[config.mk]
export PLATFORM = sky130hd
export DESIGN_NAME = serial_ctrl_port
export DESIGN_NICKNAME = d
export VERILOG_FILES = /design/src/rtl/serial_ctrl_port.sv
export SDC_FILE = /design/constraint.sdc
export NUM_CORES = 1
export LEC_CHECK = 0
export BUFFER_PORTS_ARGS = -buffer_cell sky130_fd_sc_hd__clkbuf_2
export CAP_MARGIN = 20
export CORE_MARGIN = 2
export CORE_UTILIZATION = 55
export CTS_BUF_LIST = sky130_fd_sc_hd__clkbuf_8
export DETAILED_ROUTE_END_ITERATION = 8
export GPL_ROUTABILITY_DRIVEN = 0
export PLACE_DENSITY = 0.84
export SYNTH_ARGS = -nofsm -noshare
export SYNTH_HDL_FRONTEND = slang
export SYNTH_SLANG_ARGS = --single-unit
[constraint.sdc]
create_clock -name clk -period 2.1 [get_ports clk]
set_input_delay 0.42 -clock clk [delete_from_list [all_inputs] [get_ports clk]]
set_output_delay 0.42 -clock clk [all_outputs]
set_load 0.03 [all_outputs]
[src/rtl/serial_ctrl_port.sv]
`timescale 1ns/1ps
module serial_ctrl_port #(
  parameter int          SYNC_STAGES = 2,
  parameter logic [5:0]  DEV_ADDR    = 6'b100000
) (
  input  logic       clk,
  input  logic       rst_n,
  input  logic       cs_n,
  input  logic       sclk,
  input  logic       sdi,
  input  logic       edge_sel,
  input  logic       los_in,
  input  logic       drv_fault_in,
  output logic       sdo,
  output logic       sdo_oe,
  output logic [2:0] line_len,
  output logic       rem_loop,
  output logic       loc_loop,
  output logic       tx_ones,
  output logic       test_mode,
  output logic       irq
);
  logic [SYNC_STAGES-1:0] cs_q, sck_q, sdi_q;
  logic       sck_d;
  logic [4:0] rcnt, fcnt;
  logic [7:0] cmd, dat, rd_byte;
  logic [5:0] ctrl;
  logic       hit_rd, hit_wr, los_lat, drv_lat;

  always_ff @(posedge clk or negedge rst_n)
    if (!rst_n) begin
      cs_q  <= '1;
      sck_q <= '0;
      sdi_q <= '0;
      sck_d <= 1'b0;
    end else begin
      cs_q  <= {cs_q[SYNC_STAGES-2:0], cs_n};
      sck_q <= {sck_q[SYNC_STAGES-2:0], sclk};
      sdi_q <= {sdi_q[SYNC_STAGES-2:0], sdi};
      sck_d <= sck_q[SYNC_STAGES-1];
    end

  wire cs_s  = cs_q[SYNC_STAGES-1];
  wire sck_s = sck_q[SYNC_STAGES-1];
  wire sdi_s = sdi_q[SYNC_STAGES-1];
  wire rise  = sck_s & ~sck_d & ~cs_s;
  wire fall  = ~sck_s & sck_d & ~cs_s;

  wire [7:0] cmd_nx  = {sdi_s, cmd[7:1]};
  wire [7:0] dat_nx  = {sdi_s, dat[7:1]};
  wire       addr_ok = (cmd_nx[6:1] == DEV_ADDR);
  wire       commit  = rise & hit_wr & (rcnt == 5'd15);

  always_ff @(posedge clk or negedge rst_n)
    if (!rst_n) begin
      rcnt    <= '0;
      fcnt    <= '0;
      cmd     <= '0;
      dat     <= '0;
      rd_byte <= '0;
      hit_rd  <= 1'b0;
      hit_wr  <= 1'b0;
    end else if (cs_s) begin
      rcnt   <= '0;
      fcnt   <= '0;
      hit_rd <= 1'b0;
      hit_wr <= 1'b0;
    end else begin
      if (rise) begin
        if (rcnt != 5'd31) rcnt <= rcnt + 5'd1;
        if (rcnt < 5'd8) cmd <= cmd_nx;
        if (rcnt == 5'd7) begin
          hit_rd  <= addr_ok & cmd_nx[0];
          hit_wr  <= addr_ok & ~cmd_nx[0];
          rd_byte <= {ctrl, drv_lat, los_lat};
        end
        if (rcnt >= 5'd8 && rcnt < 5'd16) dat <= dat_nx;
      end
      if (fall && fcnt != 5'd31) fcnt <= fcnt + 5'd1;
    end

  always_ff @(posedge clk or negedge rst_n)
    if (!rst_n) begin
      ctrl    <= '0;
      los_lat <= 1'b0;
      drv_lat <= 1'b0;
    end else begin
      if (commit) ctrl <= dat_nx[7:2];
      los_lat <= los_in       | (los_lat & ~(commit & dat_nx[0]));
      drv_lat <= drv_fault_in | (drv_lat & ~(commit & dat_nx[1]));
    end

  wire [4:0] rofs   = rcnt - 5'd9;
  wire       rd_win = edge_sel ? (fcnt >= 5'd8 && fcnt <= 5'd15)
                               : (rcnt >= 5'd9 && rcnt <= 5'd16);
  wire [2:0] idx    = edge_sel ? fcnt[2:0] : rofs[2:0];

  assign sdo_oe    = hit_rd & ~cs_s & rd_win;
  assign sdo       = sdo_oe & rd_byte[idx];
  assign line_len  = ctrl[2:0];
  assign rem_loop  = ctrl[3];
  assign loc_loop  = ctrl[4];
  assign tx_ones   = ctrl[5];
  assign test_mode = ctrl[5] & ctrl[3];
  assign irq       = los_lat | drv_lat;
endmodule


* Word level (Yosys, flattened, before mapping) *
Cells that the tools add are included.

storage, ports and cells
  bits in registers = 51
  input bits = 8
  output and inout port bits = 10

operators by class
  multiplexer cells = 15
  $lt $le $gt $ge = 8
  add/sub/neg operators = 3
  bitwise gates (word level) = 25
  reduce and logical (&&, ||, !) cells = 13
  eq/ne operators = 5

operators with widths
  kind                                                                                  number
  5-bit two-way mux                                                                     5
  1-bit bitwise AND                                                                     16
  5-bit by 4-bit greater-or-equal comparator with 1-bit output (second input constant)  3
  5-bit by 1-bit adder with 5-bit output (second input constant)                        2
  5-bit != test (second input constant)                                                 2
  3-bit AND reduction                                                                   3
  1-bit two-way mux                                                                     8
  2-bit nonzero test                                                                    4
  6-bit == test (second input constant)                                                 1
  1-bit inverter                                                                        6
  5-bit by 3-bit == test with 1-bit output (second input constant)                      1
  5-bit by 4-bit == test with 1-bit output (second input constant)                      1
  5-bit by 4-bit <= comparator with 1-bit output (second input constant)                1
  5-bit <= comparator (second input constant)                                           1
  5-bit by 4-bit less-than comparator with 1-bit output (second input constant)         1
  5-bit less-than comparator (second input constant)                                    1
  1-bit logical AND                                                                     4
  3-bit by 4-bit less-than comparator with 1-bit output (second input constant)         1
  2-bit AND reduction                                                                   2
  1-bit binary-select mux with 3-bit select                                             1
  3-bit two-way mux                                                                     1
  1-bit OR                                                                              3
  3-bit by 1-bit subtractor with 3-bit output (second input constant)                   1

* Logic depth before layout (Yosys ltp) *
Gate-level depths: netlist of run 1.

  depth in word-level cells = 9
  depth in mapped cells = 7

* Worst setup path before layout of run 1 *
No wires, ideal clock.

  path kind = register to output
  start point = reg rcnt[0]
  end point = out sdo
  cell stages (with the launch flop) = 8
  arrival time = 2,420 ps
  setup slack = -740 ps
  path buffers = 0
  data required time = 1,680 ps
  cells stage by stage = dfrtp_1 inv_1 ha_1 nor4bb_1 a31o_1 o21ai_2 nor3b_1 a21boi_1

between the ends
  word-level cells in the longest chain between the ends = 5
  elaborated cells between the ends (all ways) = 10
  classes of those cells = add/sub: 1; order compare: 2; mux: 4; bitwise: 2; reduce/logical: 1

RTL lines
  item                                                                                                 RTL line  source
  start, declared                                                                                      25        logic [4:0] rcnt, fcnt;
  start signal, assigned                                                                               70        if (rcnt != 5'd31) rcnt <= rcnt + 5'd1;
  5-bit by 4-bit greater-or-equal comparator with 1-bit output or 5-bit <= comparator (tied branches)  95        : (rcnt >= 5'd9 && rcnt <= 5'd16);
  1-bit logical AND *                                                                                  95
  1-bit two-way mux *                                                                                  94        wire rd_win = edge_sel ? (fcnt >= 5'd8 && fcnt <= 5'd15)
  1-bit bitwise AND *                                                                                  98        assign sdo_oe = hit_rd & ~cs_s & rd_win;
  net sdo_oe                                                                                           15        output logic sdo_oe,
  1-bit bitwise AND *                                                                                  99        assign sdo = sdo_oe & rd_byte[idx];
  end, declared                                                                                        14        output logic sdo,

Mark *: on every way through the listed nets, which the timed path passes. The rest lies on a longest branch. The select of a mux whose other input is x is not followed.

* Worst setup path in the final report of run 1 *
  start point = reg rcnt[0]
  end point = out sdo

between the ends
  word-level cells in the longest chain between the ends = 5
  elaborated cells between the ends (all ways) = 10
  classes of those cells = add/sub: 1; order compare: 2; mux: 4; bitwise: 2; reduce/logical: 1

RTL lines
  item                                                                            RTL line  source
  3-bit by 1-bit subtractor with 3-bit output, or another cell as far along       93        wire [4:0] rofs = rcnt - 5'd9;
  3-bit two-way mux or 1-bit logical AND (tied branches)                          96, 95
  1-bit binary-select mux with 3-bit select or 1-bit two-way mux (tied branches)  99, 94
  1-bit two-way mux (not written as such) or 1-bit bitwise AND (tied branches)    99, 98
  1-bit bitwise AND *                                                             99

Every way passes the cells marked *; elsewhere a longest branch is shown, timed or not. The select of a mux whose other input is x is not followed.

==> metrics.md, run 1 <==
| Metric | Value |
|---|---|
| Status | `complete, but fails checks` |
| Violated checks | `setup timing` |
| Number of cell rows | `22` |
| Pwr dens | `~690 nW/um^2` |
| Fin area | `~2600 sq um` |
| Via count of the first global-routing pass | `about 1,400` |
| Fraction of post-synthesis cell area in the top cell type by area | `approximately 54%` |
| Number of sinks handled by clock tree synthesis | `49` |
| Half-perimeter wire length of the detailed placement result | `around 2900 microns` |
| Highest net fanout along the worst path | `5` |
| Top post-synthesis cells by area | `dfrtp_1 54%, mux2_2 14%, ha_1 4.6%, nor2_1 2.7%, dfstp_2 2.4%` |
| Category of the most critical setup path | `reg -> out` |
| Crit-path max cell delay | `between 400 and 500 ps` |
| Cell Area, Synth | `between 2000 and 2500 sq um` |
| CTS tree | `built` |
| Routed length per placed instance | `~16 microns` |
| Kind of cell adding the most delay to the critical path | `compound AO/OA/AOI/OAI gates` |
| Count of endpoints failing setup in the final report | `2` |
| Initial antenna violation count | `0` |
| Relative slew slack | `~62%` |
| Cell type with the largest total area after synthesis | `dfrtp_1` |
| Number of detailed-route iterations in the first pass | `4` |
| Die Width | `~67 microns` |
| Number of enable-type register cells in the synthesized netlist | `0` |
| Tightest Pin Transition | `between 500 and 600 ps` |
| Proportion of layout cells with a drive suffix above 1 | `43.1%` |
| Clock transition at the register clock pins on the worst setup and hold paths after CTS | `90 ps` |
| Type of element capturing the critical path | `primary output` |
| I/O Buffers | `17` |
| Setup Skew | `a little over 8 ps` |
| ANT nets after route | `0` |
| Clock tree root buffer cell | `clkbuf_8` |
| Clock period minus final worst setup slack | `2520 ps` |
| Setup WS pre-CTS | `-197 ps` |
| Core area | `~3700 sq um` |
| Share of flip-flops with an asynchronous set or reset | `100%` |
| First-pass GRT wire length | `just under 7000 microns` |
| Overflow left after global routing | `0` |
| Kind of path behind the tightest hold check | `in -> async` |
| Cell at the slowest stage of the critical path | `or4_1` |
| Max Freq | `between 300 and 400 MHz` |
| Largest net degree at the start of global routing | `50` |
| Worst voltage drop across the vdd grid | `roughly 0.00067 V` |
| Detail-routed via count per cell | `5.48` |
| Area growth from synthesis to final layout | `19.2%` |
| Die area | `4500 sq um` |
| Total negative slack for setup checks | `-746 ps` |
| Critical-path cell list | `buf_6, or4_1, a31o_1, o21ai_2, nor3b_4, a21boi_4, buf_8` |
| Required time worst endpoint | `between 1500 and 2000 ps` |
| Average cell area after synthesis | `~13 sq um` |
| Max-cap violation count | `0` |
| Number of violations reported at the end of detailed-routing iteration 0 | `32` |
| DRC violations left | `0` |
| Number of instances in the synthesized netlist | `170` |
| Ratio of final minimum period to clock period | `120%` |
| Unrepaired setup endpoints after global routing | `yes` |
| Die Span Y | `between 60 and 70 microns` |
| Pleak | `~0.0012 uW` |
| Number of levels in the clock H-tree | `2` |
| Post-synthesis net count | `approximately 190` |
| Number of nets in the finished design | `219` |
| Vias | `about 1,400` |
| Final worst slack | `-420 ps` |
| Type of element launching the critical path | `register` |
| Antenna diode count | `0` |
| DRT Wirelength | `slightly below 4000 microns` |
| Proportion of synthesized chip area in sequential cells | `a little under three fifths` |
| Top flip-flop cell by instance count after synthesis | `dfrtp_1` |
| Effective utilization at floorplan | `between 50% and 60%` |
| Inserted Clock Buffers | `5` |
| YS warnings | `0` |
| Overall fraction of global-route tracks in use | `a little over a fifth` |
| WP buf/inv | `2` |
| Final hold violations | `0` |
| Flip-flop and latch count after synthesis | `between 40 and 50` |
| Count of different cell masters after synthesis | `40` |
| Post-DP Area | `2430 sq um` |
| Arrival time worst endpoint | `2100 ps` |
| Maximum number of buffers from clock root to sink | `2` |
| Latest clock arrival within the worst-skew pair | `300 ps` |
| Top-Level Pins | `18` |
| Final max-slew violation count | `0` |
## sequential cells by signal, summed over array words and instances, names as in the netlist, 5 cells and up
name     cells
fcnt         5
dat          7
cmd          7
rcnt         5
ctrl         6
rd_byte      8
## cell type report
class                           instances  area, sq um
Fill cell                             289         1130
Sequential cell                        49         1230
Tap cell                               48         60.1
Multi-Input combinational cell        110          997
Inverter                                6         22.5
Clock buffer                            5         68.8
Clock inverter                          3         17.5
Timing Repair Buffer                   31          214
## placed cells by master (no fill, tap or decap), types with 2 or more instances in the layout
cell,netlist,routed
dfrtp_1,47,46
mux2_2,28,28
nor2_1,16,16
clkbuf_2,0,15
buf_4,0,11
nand2_1,7,7
a21oi_1,5,5
clkbuf_8,0,5
inv_1,6,4
xnor2_1,4,4
ha_1,8,4
a21o_1,3,3
o21ai_0,4,3
nor3b_4,0,3
xor2_1,3,3
ha_4,0,3
buf_6,1,3
inv_2,0,2
and3_1,3,2
nand4_1,2,2
mux2i_1,2,2
a22o_1,2,2
clkinv_2,0,2
dfstp_2,2,2
## through the flow
step	total power [uW]	hold WS [ps]	utilization [%]	cells
after CTS	1810	187	68.2	251
final	1800	190	69.7	252
after global routing	1890	174	69.7	252
after detailed placement	1280	336	64.8	242
after global placement	1260	336	64.8	242
after floorplan	1200	124	-	170
## synth_stat cells (2+ instances only)
master and count:
a21o_1 3, a21oi_1 5, a22o_1 2, and3_1 3
buf_2 2, clkbuf_1 2, dfrtp_1 47, dfstp_2 2
ha_1 8, inv_1 6, mux2_2 28, mux2i_1 2
nand2_1 7, nand4_1 2, nor2_1 16, nor3b_2 3
o21ai_0 4, xnor2_1 4, xor2_1 3
## per-layer routing
metal	routed length (microns)	GRT usage (%)	up-vias
met4	60	7.65	0
met3	108	4.05	6
met1	1770	27.3	690
met2	1980	35.1	19
li1	-	-	665
met5	0	0	-
## repair_timing
| action | 4_1_cts | 5_1_grt |
|---|---|---|
| setup buffers | 1 | 2 |
| gates resized for setup | 7 | 12 |
| pin swaps | 4 | 7 |
| hold buffers | 0 | 0 |
| setup endpoints to repair | 5 | 14 |
| cloned | 0 | 0 |
## kinds of logic (layout without fill, tap and decap cells)
group | count (synthesis) | after routing | synth area share, %
flops | 49 | 49 | 56.1
simple gates | 43 | 43 | 11.4
mux | 31 | 31 | 16.3
compound gates | 21 | 21 | 6.46
buf+inv | 11 | 45 | 2.34
fa+ha+maj | 8 | 8 | 4.57
xor+xnor | 7 | 7 | 2.80
## final timing paths
kind | slack (ps) | startpoint | to | cells after the start
setup reg to reg | 100 | rcnt[0] | ctrl[1] | 7
hold / removal | 190 | rst_n | cmd[3] | 2
min in group clk | 190 | cs_n | cs_q[0] | 1
max in group asynchronous | 1500 | rst_n | rcnt[0] | 2
setup / recovery | -420 | rcnt[0] | sdo | 7
hold reg to reg | 360 | sck_q[0] | sck_q[1] | 0
## where the power goes
part	switching, uW	total (uW)	internal (uW)
registers	60.8	1080	1010
clock network	298	528	230
logic	86.4	198	111
total	445	1800	1360
Power figures use the tool's default switching activity.
==> run 2: changes to the inputs <==
- PLACE_DENSITY: 0.84 -> 0.87
==> metrics.md, run 2 (synthesized netlist as in run 1, its figures left out) <==
| Metric | Value |
|---|---|
| Status | `complete, but fails checks` |
| Violated checks | `setup timing` |
| Total negative slack for setup checks | `-766 ps (-19.8 ps)` |
| Number of nets in the finished design | `223 (+1.8%)` |
| Die area | `4500 sq um (unchanged)` |
| First-pass GRT wire length | `7070 microns (+2.9%)` |
| Maximum number of buffers from clock root to sink | `2 (unchanged)` |
| Unrepaired setup endpoints after global routing | `yes` |
| Filler instances | `258 (-11%)` |
| Vias | `1,446 (+4.8%)` |
| Critical-path cell list | `buf_6, or4_4, a31o_1, o21ai_2, nor3b_4, a21boi_4, buf_8` |
| ANT nets after route | `0 (unchanged)` |
| Setup Skew | `5.76 ps (-2.48 ps)` |
| Effective utilization at floorplan | `58.5% (unchanged)` |
| Max Freq | `394 MHz (-0.83%)` |
| Clock period minus final worst setup slack | `2540 ps (+21.0 ps)` |
| Fraction of power spent switching nets | `23.4% (-1.3 points)` |
| Internal Dissipation | `1520 uW (+12%)` |
| Inserted Clock Buffers | `5 (unchanged)` |
| Type of element launching the critical path | `register` |
| Antenna diode count | `0 (unchanged)` |
| Category of the most critical setup path | `reg -> out` |
| Arrival time worst endpoint | `2120 ps (+20 ps)` |
| Relative slew slack | `56.3% (-6.1 points)` |
| Fin area | `2670 sq um (+2.3%)` |
| Final max-slew violation count | `0 (unchanged)` |
| Number of levels in the clock H-tree | `2 (unchanged)` |
| Number of violations reported at the end of detailed-routing iteration 0 | `75 (+130%)` |
| DRT Wirelength | `4350 microns (+11%)` |
| Top-Level Pins | `18 (unchanged)` |
| Worst voltage drop across the vdd grid | `0.000736 V (+11%)` |
| Via count of the first global-routing pass | `1,529 (+7.0%)` |
| CTS tree | `built` |
| WP buf/inv | `2 (unchanged)` |
| Detail-routed via count per cell | `5.65 (+3.1%)` |
| Clock power share | `34.8% (+5.5 points)` |
| Combinational fraction of design power | `11.1% (about the same)` |
| Area growth from synthesis to final layout | `21.9%` |
| Biggest regs | `rd_byte x8, cmd x7, dat x7` |
| Largest net degree at the start of global routing | `28 (-44%)` |
| Routed length per placed instance | `17.0 microns (+9.3%)` |
| Number of detailed-route iterations in the first pass | `4 (unchanged)` |
| Switching power | `465 uW (+4.5%)` |
| Proportion of layout cells with a drive suffix above 1 | `44.7% (+1.6 points)` |
| Most frequent standard cell in the layout excluding fill and tap cells | `dfrtp_1` |
| Pwr dens | `745 nW/um^2 (+8.0%)` |
| Max FFs per register | `8 (unchanged)` |
| Clock tree root buffer cell | `clkbuf_8` |
| WHS | `132 ps (-58.5 ps)` |
| Half-perimeter wire length of the detailed placement result | `3040 microns (+6.1%)` |
| Count of endpoints failing setup in the final report | `2 (unchanged)` |
| Overflow left after global routing | `0 (unchanged)` |
| Tightest Pin Transition | `655 ps (+91.0 ps)` |
| Core area | `3740 sq um (unchanged)` |
| Overall fraction of global-route tracks in use | `21.9% (+0.83 points)` |
| Share of the core filled with cells in the final layout | `71.3% (+1.6 points)` |
| Worst path depth | `7 (unchanged)` |
| Highest net fanout along the worst path | `2 (-3)` |
| Seq pwr share | `54.2% (-5.5 points)` |
| Final worst slack | `-441 ps (-21.0 ps)` |
| Most frequent cells in the layout | `46 x dfrtp_1, 28 x mux2_2, 16 x nor2_1, 16 x buf_4, 15 x clkbuf_2` |
| Crit-path max cell delay | `530 ps (+70 ps)` |
| Pleak | `0.00127 uW (+3.0%)` |
| Ratio of final minimum period to clock period | `121% (+1.0 points)` |
| Die Span Y | `67.1 microns (unchanged)` |
| Max-cap violation count | `0 (unchanged)` |
| Kind of cell adding the most delay to the critical path | `simple AND/OR/NAND/NOR gates` |
| Number of sinks handled by clock tree synthesis | `49 (unchanged)` |
| Required time worst endpoint | `1680 ps (about the same)` |
| DRC violations left | `0 (unchanged)` |
| Clock transition at the register clock pins on the worst setup and hold paths after CTS | `90 ps (about the same)` |
| Initial antenna violation count | `0 (unchanged)` |
| Number of cell rows | `22 (unchanged)` |
| Latest clock arrival within the worst-skew pair | `300 ps (about the same)` |
| Type of element capturing the critical path | `primary output` |
| Kind of path behind the tightest hold check | `in -> async` |
| Post-DP Area | `2430 sq um (+0.31%)` |
| I/O Buffers | `17 (unchanged)` |
| Die Width | `67.1 microns (unchanged)` |
| Cell at the slowest stage of the critical path | `or4_4` |
| Final hold violations | `0 (unchanged)` |
| Register ranked first by flip-flop count | `rd_byte` |
| Worst reg-to-reg path cell count | `10 (+3)` |
run 2: path summary, 6_finish.rpt:
path,start,endpoint,slack (ps)
max,rcnt[1],sdo,-440
min,rst_n,rd_byte[5],130
max reg2reg,rcnt[0],rcnt[2],70
min reg2reg,sck_q[0],sck_q[1],350
max in group asynchronous,rst_n,los_lat,1350
min in group clk,cs_n,cs_q[0],200
run 2: metal layers:
metal / track usage [%] / up-vias / part of all wire (%)
li1: - / 675 / -
met1: 26.1 / 727 / 42
met2: 37.1 / 31 / 52
met3: 5.24 / 13 / 2.9
met4: 10.5 / 0 / 3.1
met5: 0 / - / 0
run 2: cell type report:
class	count	area [sq um]	share of cell area [%]
flip-flops and latches	49	1230	46.1
clock buffers	6	82.6	3.09
well taps	48	60.1	2.25
inverters	6	22.5	0.843
clock inverters	2	37.5	1.41
multi-input cells	110	991	37.1
repair buffers	35	246	9.23
run 2: power by group through the flow:
stage	Combinational [uW]	Clock [uW]	Sequential (uW)
after floorplan	129	0	1070
after global placement	178	0	1080
after detailed placement	195	0	1090
after CTS	206	705	1080
after global routing	247	745	1090
final	220	691	1080
run 2: per-stage QoR:
step,worst slack [ps],power [uW],instances
final,-441,1990,256
after global routing,-508,2080,256
after CTS,-453,1990,252
after detailed placement,-195,1290,243
after global placement,-131,1260,243
after floorplan,-83.3,1200,170
run 2: what timing repair did:
action	4_1_cts	5_1_grt
pin swaps	3	6
hold buffers	0	0
resized for setup	8	11
setup buffers	1	4
setup endpoints to repair	4	13
==> run 3: changes to the inputs <==
- PLACE_DENSITY: 0.87 -> 0.84
- clock period: 2.1 -> 2.4 ns (I/O delays scaled with it)
==> metrics.md, run 3 (synthesized netlist as in run 1, its figures left out) <==
| Metric | Value |
|---|---|
| Type of element launching the critical path | `register` |
| Highest net fanout along the worst path | `4 (+2)` |
| Die Width | `67.1 microns (unchanged)` |
| Latest clock arrival within the worst-skew pair | `290 ps (about the same)` |
| Max-cap violation count | `0 (unchanged)` |
| Count of endpoints failing setup in the final report | `2 (unchanged)` |
| Unrepaired setup endpoints after global routing | `yes` |
| Most prevalent standard cell on the critical path | `buf_6` |
| Register ranked first by flip-flop count | `rd_byte` |
| Crit-path max cell delay | `450 ps (-80 ps)` |
| Number of levels in the clock H-tree | `2 (unchanged)` |
| Hold Buf Count CTS | `0 (unchanged)` |
| Register Area | `1230 sq um (-0.10%)` |
| Number of cell rows | `22 (unchanged)` |
| Kind of path behind the tightest hold check | `in -> async` |
| Final worst slack | `-291 ps (+149 ps)` |
| Routed length per placed instance | `17.1 microns (+0.45%)` |
| Non-filler cells in the finished layout | `250 (-2.3%)` |
| Overflow left after global routing | `0 (unchanged)` |
| Max FFs per register | `8 (unchanged)` |
| Proportion of layout cells with a drive suffix above 1 | `42.1% (-2.6 points)` |
| Final hold violations | `0 (unchanged)` |
| Area growth from synthesis to final layout | `19.7%` |
| DRT Wirelength | `4270 microns (-1.9%)` |
| Biggest regs | `rd_byte x8, cmd x7, dat x7` |
| Most frequent standard cell in the layout excluding fill and tap cells | `dfrtp_1` |
| Tightest Pin Transition | `580 ps (-75.8 ps)` |
| Number of nets in the finished design | `217 (-2.7%)` |
| Half-perimeter wire length of the detailed placement result | `2890 microns (-5.0%)` |
| Core area | `3740 sq um (unchanged)` |
| Number of detailed-route iterations in the first pass | `4 (unchanged)` |
| Overall fraction of global-route tracks in use | `22.4% (+0.51 points)` |
| Maximum number of buffers from clock root to sink | `2 (unchanged)` |
| WP buf/inv | `3 (+1)` |
| ANT nets after route | `0 (unchanged)` |
| Final max-slew violation count | `0 (unchanged)` |
| WHS | `169 ps (+37.2 ps)` |
| Initial antenna violation count | `0 (unchanged)` |
| Pwr dens | `684 nW/um^2 (-8.2%)` |
| Kind of cell adding the most delay to the critical path | `compound AO/OA/AOI/OAI gates` |
| Clock transition at the register clock pins on the worst setup and hold paths after CTS | `90 ps (about the same)` |
| Effective utilization at floorplan | `58.5% (unchanged)` |
| First-pass GRT wire length | `7270 microns (+2.7%)` |
| Top-Level Pins | `18 (unchanged)` |
| Relative slew slack | `61.4% (+5.1 points)` |
| Vias | `1,422 (-1.7%)` |
| Violated checks | `setup timing` |
| Required time worst endpoint | `1920 ps (+240 ps)` |
| Clock period minus final worst setup slack | `between 2000 and 3000 ps` |
| Arrival time worst endpoint | `2210 ps (+90 ps)` |
| Number of sinks handled by clock tree synthesis | `49 (unchanged)` |
| Category of the most critical setup path | `reg -> out` |
| Type of element capturing the critical path | `primary output` |
| I/O Buffers | `17 (unchanged)` |
| Number of violations reported at the end of detailed-routing iteration 0 | `77 (+2.7%)` |
| Clock tree root buffer cell | `clkbuf_8` |
| Most frequent cells in the layout | `47 x dfrtp_1, 28 x mux2_2, 15 x nor2_1, 15 x clkbuf_2, 9 x buf_4` |
| Ratio of final minimum period to clock period | `112%` |
| Die area | `4500 sq um (unchanged)` |
| DRC violations left | `0 (unchanged)` |
| Pleak | `0.00126 uW (-0.79%)` |
| Max Freq | `372 MHz` |
| Antenna diode count | `0 (unchanged)` |
| Worst voltage drop across the vdd grid | `0.000439 V (-40%)` |
| Status | `complete, but fails checks` |
| Placed cell count | `237 (-2.5%)` |
| Cell at the slowest stage of the critical path | `dfrtp_1` |
| Critical-path cell list | `buf_6, buf_6, nor2b_4, o32ai_2, o21ai_1, a211o_1, a21boi_2, clkbuf_8` |
| Setup Skew | `5.99 ps (+0.227 ps)` |
| Combined area of the multi-input logic cells | `970 sq um (-2.1%)` |
| Inserted Clock Buffers | `5 (unchanged)` |
| Via count of the first global-routing pass | `1,493 (-2.4%)` |
| Detail-routed via count per cell | `5.69 (+0.70%)` |
| CTS tree | `built` |
| Largest net degree at the start of global routing | `26 (-7.1%)` |
| Die Span Y | `67.1 microns (unchanged)` |
| Filler instances | `279 (+8.1%)` |
## run 3: area by class of cell
cell class	count	share of cell area, %
sequential	49	46.9
multi-input combinational	110	37.0
timing repair buffer	29	7.83
clock buffer	5	2.63
clock inverter	3	2.48
tap	48	2.29
inverter	6	0.860
## run 3: path summary, 6_finish.rpt
| path | startpoint | endpoint | slack [ps] | cells after the start |
|---|---|---|---|---|
| worst max-delay path | rcnt[0] | sdo | -290 | 8 |
| worst max register to register | rcnt[0] | rcnt[1] | 100 | 11 |
| min in group clk | cs_n | cs_q[0] | 260 | 1 |
| max in group asynchronous | rst_n | rd_byte[2] | 1630 | 2 |
| worst min-delay path | rst_n | dat[7] | 170 | 1 |
| worst min register to register | cs_q[0] | cs_q[1] | 360 | 0 |
## run 3: per-layer routing
metal  track usage, %  up-vias  share of wire [%]
met2             38.0       23                 54
li1                 -      663                  -
met5                0        -                  0
met1             28.6      729                 42
met4             7.40        0                1.3
met3             4.73        7                2.6
## run 3: through the flow
stage          utilization [%]  total power (uW)  setup WS, ps  setup TNS [ps]  instance area [sq um]
6_report                  70.0              1790          -291            -506                   2620
3_5_place_dp              63.4              1120         -57.5           -57.5                   2370
4_1_cts                   69.1              1790          -226            -416                   2580
3_3_place_gp              63.4              1090          88.8               0                   2370
5_1_grt                   70.0              1880          -326            -602                   2620
2_1_floorplan                -              1050          11.9               0                   2200
## run 3: power by group
part           total (uW)  switching [uW]  internal [uW]
clock network         671             257            414
registers             942            53.8            888
logic                 180            81.9           98.3
total                1790             393           1400
## run 3: worst register-to-register path: stages, from the launching register on
cell     delay [ps]
dfrtp_1         450
buf_6           150
buf_6           120
buf_4           140
ha_1            240
and3_1          210
ha_1            220
nor3b_4         260
buf_4           180
nor2_1           40
a21oi_1         120
nor2_1           60
## run 3: repair_timing
| item | in CTS | in global routing |
|---|---|---|
| gates resized for setup | 11 | 9 |
| setup buffers | 4 | 1 |
| setup endpoints to repair | 2 | 2 |
| pin swaps | 4 | 7 |
